===== src/rtl/rxr_pkg.sv =====
package rxr_pkg;
    // Bit positions in the descriptor flags halfword
    localparam int unsigned FLG_EMPTY = 15;
    localparam int unsigned FLG_WRAP  = 13;
    localparam int unsigned FLG_LAST  = 11;
    localparam int unsigned FLG_LGV   = 5;
    localparam int unsigned FLG_TRUNC = 0;

    localparam logic [15:0] BUF_MASK    = 16'h3FF0;
    localparam logic [15:0] BUF_MIN     = 16'd16;
    localparam int unsigned DESC_STRIDE = 8;
    localparam int unsigned CRC_BYTES   = 4;

    typedef enum logic [2:0] {
        ST_IDLE,
        ST_NEXT,
        ST_FILL,
        ST_CLOSE,
        ST_DRAIN
    } rxr_state_e;
endpackage


===== src/rtl/rxr_chunk.sv =====
module rxr_chunk
    import rxr_pkg::*;
#(
    parameter int unsigned SZ_W = 15
) (
    input  logic [SZ_W-1:0] remain,
    input  logic [15:0]     buf_max,
    output logic [15:0]     chunk
);
    logic [15:0] eff;

    always_comb begin
        eff = buf_max & BUF_MASK;
        if (eff == 16'd0) eff = BUF_MIN;
        if (32'(remain) < 32'(eff)) chunk = 16'(remain);
        else                        chunk = eff;
    end
endmodule


===== src/rtl/rxr_size_calc.sv =====
module rxr_size_calc
    import rxr_pkg::*;
#(
    parameter int unsigned LEN_W     = 14,
    parameter int unsigned MAX_FRAME = 2048
) (
    input  logic [LEN_W-1:0] frame_len,
    input  logic [15:0]      size_limit,
    output logic [LEN_W:0]   stored_size,
    output logic             trunc,
    output logic             len_err
);
    localparam int unsigned SZ_W = LEN_W + 1;

    logic [SZ_W-1:0] full;

    always_comb begin
        full        = {1'b0, frame_len} + SZ_W'(CRC_BYTES);
        trunc       = 32'(full) > MAX_FRAME;
        stored_size = trunc ? SZ_W'(MAX_FRAME) : full;
        len_err     = trunc || (32'(stored_size) > 32'(size_limit));
    end
endmodule


===== src/rtl/rxr_ring_ptr.sv =====
module rxr_ring_ptr
    import rxr_pkg::*;
#(
    parameter int unsigned ADDR_W = 16
) (
    input  logic              clk,
    input  logic              rst_n,
    input  logic [ADDR_W-1:0] base_in,
    input  logic              advance,
    input  logic              wrap,
    output logic [ADDR_W-1:0] ptr
);
    logic [ADDR_W-1:0] base_m;

    assign base_m = base_in & ~ADDR_W'(3);

    always_ff @(posedge clk) begin
        if (!rst_n)       ptr <= base_m;
        else if (advance) ptr <= wrap ? base_m : ptr + ADDR_W'(DESC_STRIDE);
    end
endmodule


===== src/rtl/rxr_engine.sv =====
module rxr_engine
    import rxr_pkg::*;
#(
    parameter int unsigned ADDR_W    = 16,
    parameter int unsigned LEN_W     = 14,
    parameter int unsigned MAX_FRAME = 2048
) (
    input  logic              clk,
    input  logic              rst_n,
    input  logic [ADDR_W-1:0] cfg_ring_base,
    input  logic [15:0]       cfg_buf_max,
    input  logic [15:0]       cfg_size_limit,
    input  logic              rx_arm,
    input  logic              frm_start,
    input  logic [LEN_W-1:0]  frm_len,
    input  logic [31:0]       frm_crc,
    input  logic              in_valid,
    input  logic [7:0]        in_data,
    output logic              in_ready,
    output logic [ADDR_W-1:0] desc_addr,
    input  logic [15:0]       desc_rd_flags,
    output logic              desc_wr_en,
    output logic [15:0]       desc_wr_len,
    output logic [15:0]       desc_wr_flags,
    output logic              data_wr_en,
    output logic [15:0]       data_wr_off,
    output logic [7:0]        data_wr_byte,
    output logic              ev_buf,
    output logic              ev_frame,
    output logic              rx_active
);
    localparam int unsigned SZ_W = LEN_W + 1;
    localparam logic [15:0] M_EMPTY = 16'(1) << FLG_EMPTY;
    localparam logic [15:0] M_LAST  = 16'(1) << FLG_LAST;

    rxr_state_e state, state_nxt;

    logic [SZ_W-1:0]  remain;
    logic [LEN_W-1:0] in_left;
    logic [15:0]      buf_left;
    logic [15:0]      cnt;
    logic [31:0]      crc_q;
    logic             trunc_q, lgv_q, active_q;

    logic [SZ_W-1:0]  stored_size;
    logic             trunc_c, lgv_c;
    logic [15:0]      chunk;
    logic             desc_empty, is_crc, byte_go, in_take, frame_done;
    logic [7:0]       crc_byte;

    rxr_size_calc #(.LEN_W(LEN_W), .MAX_FRAME(MAX_FRAME)) u_size (
        .frame_len   (frm_len),
        .size_limit  (cfg_size_limit),
        .stored_size (stored_size),
        .trunc       (trunc_c),
        .len_err     (lgv_c)
    );

    rxr_chunk #(.SZ_W(SZ_W)) u_chunk (
        .remain  (remain),
        .buf_max (cfg_buf_max),
        .chunk   (chunk)
    );

    rxr_ring_ptr #(.ADDR_W(ADDR_W)) u_ptr (
        .clk     (clk),
        .rst_n   (rst_n),
        .base_in (cfg_ring_base),
        .advance (state == ST_CLOSE),
        .wrap    (desc_rd_flags[FLG_WRAP]),
        .ptr     (desc_addr)
    );

    assign desc_empty = desc_rd_flags[FLG_EMPTY];
    assign is_crc     = remain <= SZ_W'(CRC_BYTES);
    assign frame_done = remain == '0;
    assign in_ready   = ((state == ST_FILL) && !is_crc) ||
                        ((state == ST_DRAIN) && (in_left != '0));
    assign in_take    = in_ready && in_valid;
    assign byte_go    = (state == ST_FILL) && (is_crc || in_valid);

    always_comb begin
        unique case (remain[2:0])
            3'd4:    crc_byte = crc_q[31:24];
            3'd3:    crc_byte = crc_q[23:16];
            3'd2:    crc_byte = crc_q[15:8];
            default: crc_byte = crc_q[7:0];
        endcase
    end

    // State register
    always_ff @(posedge clk) begin
        if (!rst_n) state <= ST_IDLE;
        else        state <= state_nxt;
    end

    // Transitions
    always_comb begin
        state_nxt = state;
        unique case (state)
            ST_IDLE:  if (frm_start) state_nxt = active_q ? ST_NEXT : ST_DRAIN;
            ST_NEXT: begin
                if (frame_done)      state_nxt = (in_left != '0) ? ST_DRAIN : ST_IDLE;
                else if (desc_empty) state_nxt = ST_FILL;
                else                 state_nxt = ST_DRAIN;
            end
            ST_FILL:  if (byte_go && buf_left == 16'd1) state_nxt = ST_CLOSE;
            ST_CLOSE: state_nxt = ST_NEXT;
            ST_DRAIN: if (in_left == '0 || (in_left == LEN_W'(1) && in_take))
                          state_nxt = ST_IDLE;
            default:  state_nxt = ST_IDLE;
        endcase
    end

    // Datapath registers
    always_ff @(posedge clk) begin
        if (!rst_n) begin
            remain   <= '0;
            in_left  <= '0;
            buf_left <= '0;
            cnt      <= '0;
            crc_q    <= '0;
            trunc_q  <= 1'b0;
            lgv_q    <= 1'b0;
            active_q <= 1'b0;
        end else begin
            unique case (state)
                ST_IDLE: begin
                    if (frm_start) begin
                        remain  <= stored_size;
                        in_left <= frm_len;
                        crc_q   <= frm_crc;
                        trunc_q <= trunc_c;
                        lgv_q   <= lgv_c;
                    end else if (rx_arm) begin
                        active_q <= desc_empty;
                    end
                end
                ST_NEXT: begin
                    if (frame_done) begin
                        active_q <= desc_empty;
                    end else if (desc_empty) begin
                        buf_left <= chunk;
                        cnt      <= '0;
                    end else begin
                        active_q <= 1'b0;
                    end
                end
                ST_FILL: begin
                    if (byte_go) begin
                        remain   <= remain - SZ_W'(1);
                        buf_left <= buf_left - 16'd1;
                        cnt      <= cnt + 16'd1;
                    end
                    if (in_take) in_left <= in_left - LEN_W'(1);
                end
                ST_DRAIN: if (in_take) in_left <= in_left - LEN_W'(1);
                default: ;
            endcase
        end
    end

    // Outputs
    always_comb begin
        data_wr_en    = byte_go;
        data_wr_off   = cnt;
        data_wr_byte  = is_crc ? crc_byte : in_data;
        desc_wr_en    = state == ST_CLOSE;
        desc_wr_len   = cnt;
        desc_wr_flags = desc_rd_flags & ~M_EMPTY;
        if (frame_done)
            desc_wr_flags = desc_wr_flags | M_LAST |
                            (16'(trunc_q) << FLG_TRUNC) | (16'(lgv_q) << FLG_LGV);
        ev_frame      = (state == ST_CLOSE) && frame_done;
        ev_buf        = (state == ST_CLOSE) && !frame_done;
        rx_active     = active_q;
    end
endmodule


===== config.mk =====
export PLATFORM = sky130hd
export DESIGN_NAME = rxr_engine
export DESIGN_NICKNAME = d
export VERILOG_FILES = /design/src/rtl/rxr_pkg.sv /design/src/rtl/rxr_chunk.sv /design/src/rtl/rxr_size_calc.sv /design/src/rtl/rxr_ring_ptr.sv /design/src/rtl/rxr_engine.sv
export SDC_FILE = /design/constraint.sdc
export NUM_CORES = 1
export LEC_CHECK = 0
export ABC_CLOCK_PERIOD_IN_PS = 3400
export BUFFER_PORTS_ARGS = -buffer_cell sky130_fd_sc_hd__buf_4
export CAP_MARGIN = 10
export CELL_PAD_IN_SITES_DETAIL_PLACEMENT = 0
export CELL_PAD_IN_SITES_GLOBAL_PLACEMENT = 1
export CORE_ASPECT_RATIO = 2
export CORE_MARGIN = 4
export CORE_UTILIZATION = 39
export CTS_CLUSTER_DIAMETER = 60
export DETAILED_ROUTE_END_ITERATION = 12
export PLACE_DENSITY_LB_ADDON = 0.1
export SYNTH_ARGS = -nofsm -noshare
export SYNTH_HDL_FRONTEND = slang
export SYNTH_HIERARCHICAL = 1
export SYNTH_SLANG_ARGS = --single-unit

===== constraint.sdc =====
create_clock -name clk -period 3.4 [get_ports clk]
set_input_delay 0.17 -clock clk [delete_from_list [all_inputs] [get_ports clk]]
set_output_delay 0.17 -clock clk [all_outputs]
set_load 0.005 [all_outputs]

==> results.md, run 1 <==
- Kind of capture point of the worst setup path: flip-flop
- Transition time at the pin with the least slew margin: 1160 ps
- Depth of the most critical reg-to-reg path: 9
- Via density per instance: 5.41
- Reg clk slew, reported paths: 50 ps
- Startpoint class of the critical path: flip-flop
- Total number of placement rows: 73
- Capturing point of the worst reg2reg path: buf_left[1]
- Final min period: 2980 ps
- Clock skew: 7.49 ps
- Worst setup path category: flip-flop to flip-flop
- Required time reported for the critical path endpoint: 3740 ps
- Count of inserted antenna diode cells: 0
- Starting utilization of the core area: 39.8%
- Seq/Total Area, Yosys: 30.8%
- Latest clock arrival within the worst-skew pair: 420 ps
- Data arrival, critical path: 3320 ps
- Number of nets in the finished design: 1366
- Setup Slack @ Placement: 233 ps
- Total number of vias: 8012
- Pwr per Cell Area: 435 nW/um^2
- Bufs on Longest Clock Path: 2
- Number of detailed-routing iterations run before antenna repair: 4
- Number of distinct library cells after synthesis: 81
- DRC violations left: 0
- Total die area: 22800 um^2
- Clock tree sinks: 115
- Detail Route Antenna Nets: 0
- Final worst-path setup slack: 420 ps
- Proportion of layout cells with a drive suffix above 1: 21.7%
- Final wirelength: 24.9 mm
- Worst-case headroom to the max-slew limit: 22.4%
- Post-synthesis instance total: 1056
- DIE HEIGHT: 210 um
- Source of the worst hold timing path: frm_crc[8]
- Overall power after layout: 4.35 mW
- Synth-to-Final Area Change: 26.5%
- RSZ-0062 raised after global routing: false
- FFs w/ async S/R, synth: 0%
- Yosys reg bits: 115
- Flip-flop cell with the highest count after synthesis: sky130_fd_sc_hd__dfxtp_1
- Routed len/inst: 16.8 um
- Congestion Overflow GR: 0
- Number of antenna violations at the first check in global routing: 0
- # H-tree levels: 4
- Leakage power of the design: 4.14 nW
- Width of the chip: 109 um
- Global-route wire length before repair: 39.8 mm
- Total I/O pin count: 201
- Cts bufs inserted: 17
- Commonest non-fill, non-tap cell in the layout: sky130_fd_sc_hd__buf_4
- Final sum of negative setup slack: 0 ps
- Number of failing setup endpoints in the final timing report: 0
- Type of the tightest min-delay check: primary input to flip-flop
- Worst Hold End: crc_q[8]
- Maximum vdd ir drop: 289 uV
- Via count of the first global-routing pass: 7961
- Peak clock frequency supported by timing: 336 MHz
- Most frequent cells in the layout: 189 x sky130_fd_sc_hd__buf_4, 181 x sky130_fd_sc_hd__nand2_1, 135 x sky130_fd_sc_hd__a21oi_1, 101 x sky130_fd_sc_hd__dfxtp_1, 84 x sky130_fd_sc_hd__nor2_1
- Reg2Reg Launch Point: remain[0]
- Worst hold slack: 18.7 ps
- Run status: complete, no violations
- Fill cell instance count of the final layout: 2106
- Core outline area: 19900 um^2
- Max-slew violation count: 0
- Largest net degree at the start of global routing: 57
- Input/output buffers: 169
- Initial detailed-routing violation count: 327
- Post-detailed-placement half-perimeter wirelength: 18.9 mm
- Netlist Area Pre-Place: 7920 um^2
- Number of enable-type register cells in the synthesized netlist: 14
- Cell at the root of the clock tree: sky130_fd_sc_hd__clkbuf_16
- Final hold vios: 0
- Mean post-synth cell area: 7.50 um^2
- Final weighted congestion of routability-driven global placement: 0.833
- Hold Path Stages: 3
- Post-route fraction of the period consumed by the critical path: 87.6%
- FF-to-FF setup slack: 420 ps
- Maxcap violations: 0
- Largest driver fanout on the critical path: 32
- Number of synthesis warnings: 6
- Total Routing Usage GR: 22.1%
- CTS tree: yes
- Crit path from: remain[0]
-- Yosys cell counts (all sizes together) (3+ instances only) --
cell type / instances / area (um^2)
a2111oi: 3 / 70.1
a211oi: 9 / 77.6
a21boi: 3 / 22.5
a21o: 8 / 60.1
a21oi: 137 / 693
a221oi: 3 / 26.3
a22o: 3 / 26.3
a22oi: 11 / 82.6
a31oi: 7 / 43.8
and2: 6 / 37.5
and3: 9 / 56.3
and4: 3 / 26.3
buf: 47 / 343
clkbuf: 41 / 154
conb: 3 / 11.3
dfxtp: 101 / 2020
edfxtp: 14 / 420
ha: 36 / 450
inv: 50 / 188
mux2: 10 / 131
mux2i: 3 / 30.0
nand2: 183 / 692
nand2b: 6 / 37.5
nand3: 23 / 143
nand4: 14 / 100
nor2: 84 / 315
nor2b: 7 / 51.3
nor3: 22 / 115
nor3b: 8 / 60.1
nor4: 18 / 131
o211ai: 6 / 45.0
o21a: 13 / 105
o21ai: 69 / 349
o31ai: 17 / 128
o41ai: 6 / 52.6
or3: 11 / 73.8
or4: 14 / 109
xnor2: 11 / 96.3
xor2: 8 / 70.1
-- power by group --
part           switching (mW)  internal [mW]
clock                   0.698           1.01
sequential             0.0933           1.47
combinational           0.627          0.458
total                    1.42           2.94
-- state kept, by name, indices dropped and copies added (netlist names) --
| name | count |
|---|---|
| crc_q | 32 |
| buf_left | 16 |
| data_wr_off | 16 |
| u_ptr/ptr | 16 |
| remain | 15 |
| in_left | 14 |
| state | 3 |
| lgv_q | 1 |
| rx_active | 1 |
| trunc_q | 1 |
-- repair_timing --
| action | 4_1_cts | 5_1_grt |
|---|---|---|
| hold buffers | 24 | 0 |
| hold endpoints to repair | 24 | 0 |
| setup buffers | 0 | 0 |
| resized for setup | 0 | 0 |
-- critical path, stage by stage, from the launching register on --
cell and delay, ps:
sky130_fd_sc_hd__dfxtp_1 360, sky130_fd_sc_hd__inv_1 160, sky130_fd_sc_hd__ha_1 250, sky130_fd_sc_hd__or3b_2 480, sky130_fd_sc_hd__or4_1 710, sky130_fd_sc_hd__nand4_2 230
sky130_fd_sc_hd__o21a_4 240, sky130_fd_sc_hd__buf_12 190, sky130_fd_sc_hd__a211oi_1 80, sky130_fd_sc_hd__a211oi_2 190
-- logic make-up after synthesis --
kind of cell / Yosys count / share of synthesized area, %
AOI/OAI and AO/OA: 313 / 24.7
xor gates and xnor gates: 19 / 2.10
adders and majority gates: 36 / 5.69
buffers and inverters: 138 / 8.64
DFF: 115 / 30.8
muxes: 13 / 2.04
other: 3 / 0.142
and+or+nand+nor: 419 / 25.8
-- stage by stage --
step           cell area [um^2]  cells  util [%]
4_1_cts                   10000   1482      50.3
5_1_grt                   10000   1482      50.3
3_3_place_gp               9220   1426      46.3
6_report                  10000   1482      50.3
3_5_place_dp               9220   1426      46.3
2_1_floorplan              7940   1062         -
-- worst max-delay path by stage --
stage / endpoint / slack (ps) / depth (start not counted)
after CTS: buf_left[1] / 390 / 9
after floorplan: lgv_q / 630 / 14
final: buf_left[1] / 420 / 9
after detailed placement: lgv_q / 230 / 15
after global routing: buf_left[14] / 210 / 9
after global placement: lgv_q / 280 / 15
-- layer usage --
metal / wire [um] / GRT usage, % / vias up
met5: 0 / 0 / -
met4: 840 / 9.68 / 0
met3: 804 / 2.62 / 47
met2: 14200 / 43.3 / 167
met1: 9010 / 22.4 / 3763
li1: - / - / 4035
-- cell type report --
class / instances / area (um^2) / share of cell area, %
multi-input cells: 809 / 4820 / 48.1
flip-flops and latches: 115 / 2440 / 24.4
repair buffers: 214 / 1680 / 16.8
clock buffers: 18 / 429 / 4.28
well taps: 262 / 328 / 3.27
inverters: 50 / 188 / 1.87
clock inverters: 14 / 131 / 1.31
(Power assumes the default switching activity.)
==> run 2: changes to the inputs <==
- CORE_ASPECT_RATIO: 2 -> unset
- PLACE_DENSITY: unset -> 0.89
- PLACE_DENSITY_LB_ADDON: 0.1 -> unset
==> run 2 against run 1 <==
Against the previous run:
- register-to-register slack gained 210 ps
- critical path type is now flip-flop to output pin
- count of clock-buffer cells in the layout rose by 2
- clock power up 11%
- die area shrank 0.60%
- first-iteration DRC count rose by 38%
- sequential share of layout area decreased by 0.25 points
==> results.md, run 2 (same netlist as run 1, synthesis figures left out) <==
- Required time reported for the critical path endpoint: 3230 ps (-510 ps)
- Max-slew violation count: 0 (unchanged)
- Peak clock frequency supported by timing: 323 MHz (-3.8%)
- Crit path from: remain[0]
- DRC violations left: 0 (unchanged)
- Worst setup path category: flip-flop to output pin
- Detail Route Antenna Nets: 0 (unchanged)
- Startpoint class of the critical path: flip-flop
- Number of nets in the finished design: 1369 (+0.22%)
- Sequential share of power: 34.3% (-1.5 points)
- Clock skew: 8.21 ps (+0.720 ps)
- Via count of the first global-routing pass: 7670 (-3.7%)
- Pwr per Cell Area: 448 nW/um^2 (+3.0%)
- Largest driver fanout on the critical path: 14 (-56%)
- Overall power after layout: 4.53 mW (+4.1%)
- Bufs on Longest Clock Path: 2 (unchanged)
- Post-place instance area: 9250 um^2 (+0.37%)
- Total Routing Usage GR: 20.6% (-1.5 points)
- CTS tree: yes
- Total number of placement rows: 51 (-30%)
- Levels on crit path: 9 (unchanged)
- Reg clk slew, reported paths: 60 ps (about the same)
- Final weighted congestion of routability-driven global placement: 0.828 (-0.58%)
- Global-route wire length before repair: 37.8 mm (-5.1%)
- Count of inserted antenna diode cells: 0 (unchanged)
- Delay of the slowest cell on the worst path: 910 ps (+200 ps)
- Hold buffers post-CTS: 24 (unchanged)
- Run status: complete, no violations
- Cts bufs inserted: 17 (unchanged)
- Cell at the root of the clock tree: sky130_fd_sc_hd__clkbuf_16
- Power dissipated by switching net loads: 1.41 mW (-0.77%)
- Worst setup path end: data_wr_byte[5]
- Total number of vias: 8061 (+0.61%)
- Final worst-path setup slack: 301 ps (-119 ps)
- Maximum vdd ir drop: 401 uV (+39%)
- Type of the tightest min-delay check: primary input to flip-flop
- Kind of capture point of the worst setup path: output pin
- Latest clock arrival within the worst-skew pair: 420 ps (about the same)
- RSZ-0062 raised after global routing: false
- Final hold vios: 0 (unchanged)
- Worst-case headroom to the max-slew limit: 24.1% (+1.8 points)
- Post-detailed-placement half-perimeter wirelength: 17.0 mm (-10%)
- Critical Path Most Common Cell: sky130_fd_sc_hd__a21oi_1
- Core outline area: 19700 um^2 (-0.97%)
- Data arrival, critical path: 2930 ps (-390 ps)
- Number of antenna violations at the first check in global routing: 0 (unchanged)
- Most frequent cells in the layout: 191 x sky130_fd_sc_hd__buf_4, 181 x sky130_fd_sc_hd__nand2_1, 135 x sky130_fd_sc_hd__a21oi_1, 101 x sky130_fd_sc_hd__dfxtp_1, 84 x sky130_fd_sc_hd__nor2_1
- Total die area: 22600 um^2 (-0.60%)
- Capturing point of the worst reg2reg path: data_wr_off[6]
- Leakage power of the design: 4.20 nW (+1.4%)
- Total I/O pin count: 201 (unchanged)
- Sw frac: 31.1% (-1.5 points)
- Summed area of non-filler cells in the final layout: 10100 um^2 (+1.0%)
- Part of the total power dissipated in combinational logic: 23.8% (-1.1 points)
- FF-to-FF setup slack: 630 ps (+210 ps)
- Reg2Reg Launch Point: remain[11]
- Final wirelength: 23.6 mm (-5.0%)
- Starting utilization of the core area: 40.2% (+0.39 points)
- Transition time at the pin with the least slew margin: 1140 ps (-26.3 ps)
- CP Buf/Inv Count: 3 (+1)
- Initial detailed-routing violation count: 452 (+38%)
- Internal power of the cells: 3.12 mW (+6.4%)
- Clock tree sinks: 115 (unchanged)
- Largest net degree at the start of global routing: 74 (+30%)
- Synth-to-Final Area Change: 27.8%
- Number of failing setup endpoints in the final timing report: 0 (unchanged)
- Congestion Overflow GR: 0 (unchanged)
- Depth of the most critical reg-to-reg path: 8 (-1)
- Routed len/inst: 15.9 um (-5.4%)
- Most flops, register: crc_q
- # H-tree levels: 4 (unchanged)
- Input/output buffers: 169 (unchanged)
- Final min period: 3100 ps (+119 ps)
- Via density per instance: 5.42 (+0.21%)
- Number of flip-flops under the largest register name: 32 (unchanged)
- Commonest non-fill, non-tap cell in the layout: sky130_fd_sc_hd__buf_4
- Critical Path Slowest Stage Cell: sky130_fd_sc_hd__a21oi_1
- Final sum of negative setup slack: 0 ps (unchanged)
- Count of cells resized by post-cts repair: 0 (unchanged)
- Setup Slack @ Placement: 211 ps (-21.2 ps)
- Number of detailed-routing iterations run before antenna repair: 6 (+2)
- Width of the chip: 150 um (+38%)
- Portion of total power attributed to the clock network: 41.9% (+2.6 points)
- DIE HEIGHT: 150 um (-28%)
- Worst path cell trace: inv_1 > ha_1 > inv_1 > nor2_1 > a21oi_1 > a21oi_1 > a21oi_1 > o21ai_0 > buf_4
- Maxcap violations: 0 (unchanged)
- Top Family by Delay on Critical Path: compound AO/OA/AOI/OAI gates
- Proportion of layout cells with a drive suffix above 1: 21.9% (+0.19 points)
- Post-route fraction of the period consumed by the critical path: 91.1% (+3.5 points)
- Setup Fix Bufs, Post-CTS: 0 (unchanged)
[run 2: final cells by class]
| class | instances | area, um^2 |
|---|---|---|
| multi-input combinational | 809 | 4810 |
| inverter | 50 | 188 |
| clock buffer | 20 | 489 |
| sequential | 115 | 2440 |
| fill | 1894 | 9600 |
| tap | 265 | 332 |
| clock inverter | 12 | 140 |
| timing repair buffer | 217 | 1710 |
[run 2: metal layers]
metal | GRT usage (%) | up-vias | part of all wire (%)
met5 | 0 | - | 0
met4 | 7.59 | 0 | 2.2
met3 | 4.03 | 38 | 6.2
met2 | 34.9 | 246 | 49
met1 | 25.9 | 3748 | 43
li1 | - | 4029 | -
[run 2: worst reg2reg max path: stages (launching register included)]
cell	delay [ps]
sky130_fd_sc_hd__dfxtp_1	380
sky130_fd_sc_hd__or3_4	430
sky130_fd_sc_hd__a2111oi_4	420
sky130_fd_sc_hd__a21oi_2	130
sky130_fd_sc_hd__buf_4	180
sky130_fd_sc_hd__o21a_4	280
sky130_fd_sc_hd__buf_12	180
sky130_fd_sc_hd__or4_1	510
sky130_fd_sc_hd__a21oi_1	170
[run 2: worst min path at each step]
stage,from,end,slack [ps],cells after the start
finish,frm_crc[18],crc_q[18],20,3
global route,frm_crc[8],crc_q[8],6,3
global placement,desc_rd_flags[12],desc_wr_flags[12],340,0
detailed placement,desc_rd_flags[12],desc_wr_flags[12],340,0
CTS,frm_crc[8],crc_q[8],0.6,3
floorplan,frm_crc[26],crc_q[26],310,2
[run 2: metrics by stage]
| stage | utilization [%] | instances | hold WS (ps) |
|---|---|---|---|
| finish | 51.3 | 1488 | 15.6 |
| global route | 51.3 | 1488 | 5.81 |
| floorplan | - | 1062 | 306 |
| global placement | 46.9 | 1432 | 340 |
| CTS | 51.3 | 1488 | 0.608 |
| detailed placement | 46.9 | 1432 | 340 |
[run 2: power groups by stage]
stage | logic (mW) | clock network [mW] | registers [mW]
floorplan | 0.699 | 0 | 1.55
global placement | 1.04 | 0 | 1.58
detailed placement | 1.05 | 0 | 1.58
CTS | 1.08 | 1.93 | 1.55
global route | 1.20 | 1.99 | 1.57
finish | 1.08 | 1.90 | 1.56
==> run 3: changes to the inputs <==
- REMOVE_ABC_BUFFERS: unset -> 1
==> run 3 against run 2 <==
Against the previous run:
- die area is the same
- combinational power about the same
- worst setup slack better by 120 ps
- hold slack got worse by 2.0 ps
- count of clock-buffer cells in the layout fell by 2
- utilization down 0.23 points
- critical path depth fell by 1
- highest routed layer unchanged
- largest cell class unchanged
- via count shrank 0.97%
==> results.md, run 3 (same netlist as run 1, synthesis figures left out) <==
- Run status: complete, no violations
- Reg clk slew, reported paths: 60 ps (about the same)
- Number of nets in the finished design: 1369 (unchanged)
- Post-route fraction of the period consumed by the critical path: 87.7% (-3.4 points)
- Starting utilization of the core area: 40.2% (unchanged)
- Clock skew: 10.7 ps (+2.44 ps)
- Data arrival, critical path: 2810 ps (-120 ps)
- Final Util: 51.1% (-0.23 points)
- Worst-case headroom to the max-slew limit: 25.6% (+1.5 points)
- Commonest non-fill, non-tap cell in the layout: sky130_fd_sc_hd__buf_4
- Part of the total power dissipated in combinational logic: 24.2% (+0.4 points)
- Largest driver fanout on the critical path: 16 (+2)
- Most flops, register: crc_q
- Largest net degree at the start of global routing: 54 (-27%)
- Post-detailed-placement half-perimeter wirelength: 16.5 mm (-2.7%)
- Worst path cell trace: inv_1 > ha_1 > inv_1 > a2111oi_4 > buf_4 > nand2_1 > o21ai_0 > buf_4
- FF-to-FF setup slack: 480 ps (-150 ps)
- Total number of vias: 7983 (-0.97%)
- Initial detailed-routing violation count: 572 (+27%)
- Number of antenna violations at the first check in global routing: 0 (unchanged)
- Type of the tightest min-delay check: primary input to flip-flop
- Final hold vios: 0 (unchanged)
- Width of the chip: 150 um (unchanged)
- Kind of capture point of the worst setup path: output pin
- Number of detailed-routing iterations run before antenna repair: 5 (-1)
- Input/output buffers: 169 (unchanged)
- Count of inserted antenna diode cells: 0 (unchanged)
- Delay of the slowest cell on the worst path: 460 ps (-450 ps)
- Transition time at the pin with the least slew margin: 1120 ps (-22.8 ps)
- Final weighted congestion of routability-driven global placement: 0.858 (+3.6%)
- Final wirelength: 22.9 mm (-3.2%)
- Via density per instance: 5.36 (-0.97%)
- # H-tree levels: 4 (unchanged)
- Internal power of the cells: 3.06 mW (-2.1%)
- Total number of placement rows: 51 (unchanged)
- Sw frac: 31.3% (+0.28 points)
- Proportion of layout cells with a drive suffix above 1: 21.9% (unchanged)
- DIE HEIGHT: 150 um (unchanged)
- Final min period: 2980 ps (-116 ps)
- Number of failing setup endpoints in the final timing report: 0 (unchanged)
- Maximum vdd ir drop: 332 uV (-17%)
- Final sum of negative setup slack: 0 ps (unchanged)
- RSZ-0062 raised after global routing: false
- Routed len/inst: 15.4 um (-3.2%)
- Total die area: 22600 um^2 (unchanged)
- Via count of the first global-routing pass: 7522 (-1.9%)
- Number of flip-flops under the largest register name: 32 (unchanged)
- Peak clock frequency supported by timing: 335 MHz (+3.9%)
- Cell at the root of the clock tree: sky130_fd_sc_hd__clkbuf_16
- Required time reported for the critical path endpoint: 3230 ps (about the same)
- Maxcap violations: 0 (unchanged)
- Pwr per Cell Area: 442 nW/um^2 (-1.2%)
- Latest clock arrival within the worst-skew pair: 420 ps (about the same)
- Detail Route Antenna Nets: 0 (unchanged)
- Max-slew violation count: 0 (unchanged)
- Portion of total power attributed to the clock network: 40.9% (-1.0 points)
- DRC violations left: 0 (unchanged)
- Critical Path Slowest Stage Cell: sky130_fd_sc_hd__a2111oi_4
- Total Routing Usage GR: 19.9% (-0.65 points)
- Clock tree sinks: 115 (unchanged)
- Global-route wire length before repair: 36.7 mm (-2.8%)
- Power dissipated by switching net loads: 1.40 mW (-0.80%)
- CTS tree: yes
- Core outline area: 19700 um^2 (unchanged)
- Congestion Overflow GR: 0 (unchanged)
- Synth-to-Final Area Change: 27.2%
- CP Buf/Inv Count: 4 (+1)
- Bufs on Longest Clock Path: 2 (unchanged)
- Overall power after layout: 4.45 mW (-1.7%)
- Total I/O pin count: 201 (unchanged)
- Startpoint class of the critical path: flip-flop
- Worst setup path category: flip-flop to output pin
- Sequential share of power: 34.9% (+0.6 points)
- Top Family by Delay on Critical Path: compound AO/OA/AOI/OAI gates
- Cts bufs inserted: 17 (unchanged)
- Leakage power of the design: 4.18 nW (-0.53%)
- Most frequent cells in the layout: 192 x sky130_fd_sc_hd__buf_4, 181 x sky130_fd_sc_hd__nand2_1, 134 x sky130_fd_sc_hd__a21oi_1, 101 x sky130_fd_sc_hd__dfxtp_1, 84 x sky130_fd_sc_hd__nor2_1
## run 3: repair_timing
item,in CTS,in global routing
hold buffers,24,1
setup endpoints to repair,0,7
resized for setup,0,1
buffers inserted,0,0
endpoints found under the hold margin,24,1
## run 3: metal layers
layer  track usage, %  routed length (um)  vias to the layer above
met4             6.13                 369                        0
li1                 -                   -                     4032
met1             26.0               10500                     3689
met5                0                   0                        -
met2             32.7               10800                      233
met3             4.61                1250                       29
## run 3: power by group through the flow
| stage | Clock, mW | Combinational, mW | Sequential, mW |
|---|---|---|---|
| after floorplan | 0 | 0.635 | 1.56 |
| after global placement | 0 | 1.04 | 1.58 |
| after detailed placement | 0 | 1.05 | 1.58 |
| after CTS | 1.85 | 1.08 | 1.55 |
| after global routing | 1.92 | 1.20 | 1.57 |
| final | 1.82 | 1.08 | 1.55 |
## run 3: through the flow
step / instance area [um^2] / cells / setup WS [ps] / hold slack [ps]
floorplan: 7440 / 974 / 563 / 287
global placement: 9220 / 1431 / 218 / 340
detailed placement: 9220 / 1431 / 191 / 340
CTS: 10100 / 1487 / 69.7 / 0.787
global route: 10100 / 1488 / 163 / 2.35
finish: 10100 / 1488 / 417 / 13.6
## run 3: path summary, 6_finish.rpt
path	start	end	cells after the start
max reg2reg	remain[0]	buf_left[7]	8
max	remain[0]	data_wr_byte[6]	8
min reg2reg	crc_q[30]	crc_q[30]	2
min	frm_crc[12]	crc_q[12]	3
## run 3: final cells by class
type | count | area (um^2)
clock buffers | 18 | 450
clock inverters | 14 | 153
fillers | 1918 | 9640
inverters | 50 | 188
multi-input cells | 809 | 4820
flip-flops and latches | 115 | 2440
well taps | 265 | 332
repair buffers | 217 | 1690
## run 3: tightest hold or removal path, cell delays in order
cell	delay, ps
sky130_fd_sc_hd__buf_4	110
sky130_fd_sc_hd__nand2_1	50
sky130_fd_sc_hd__a21oi_1	50
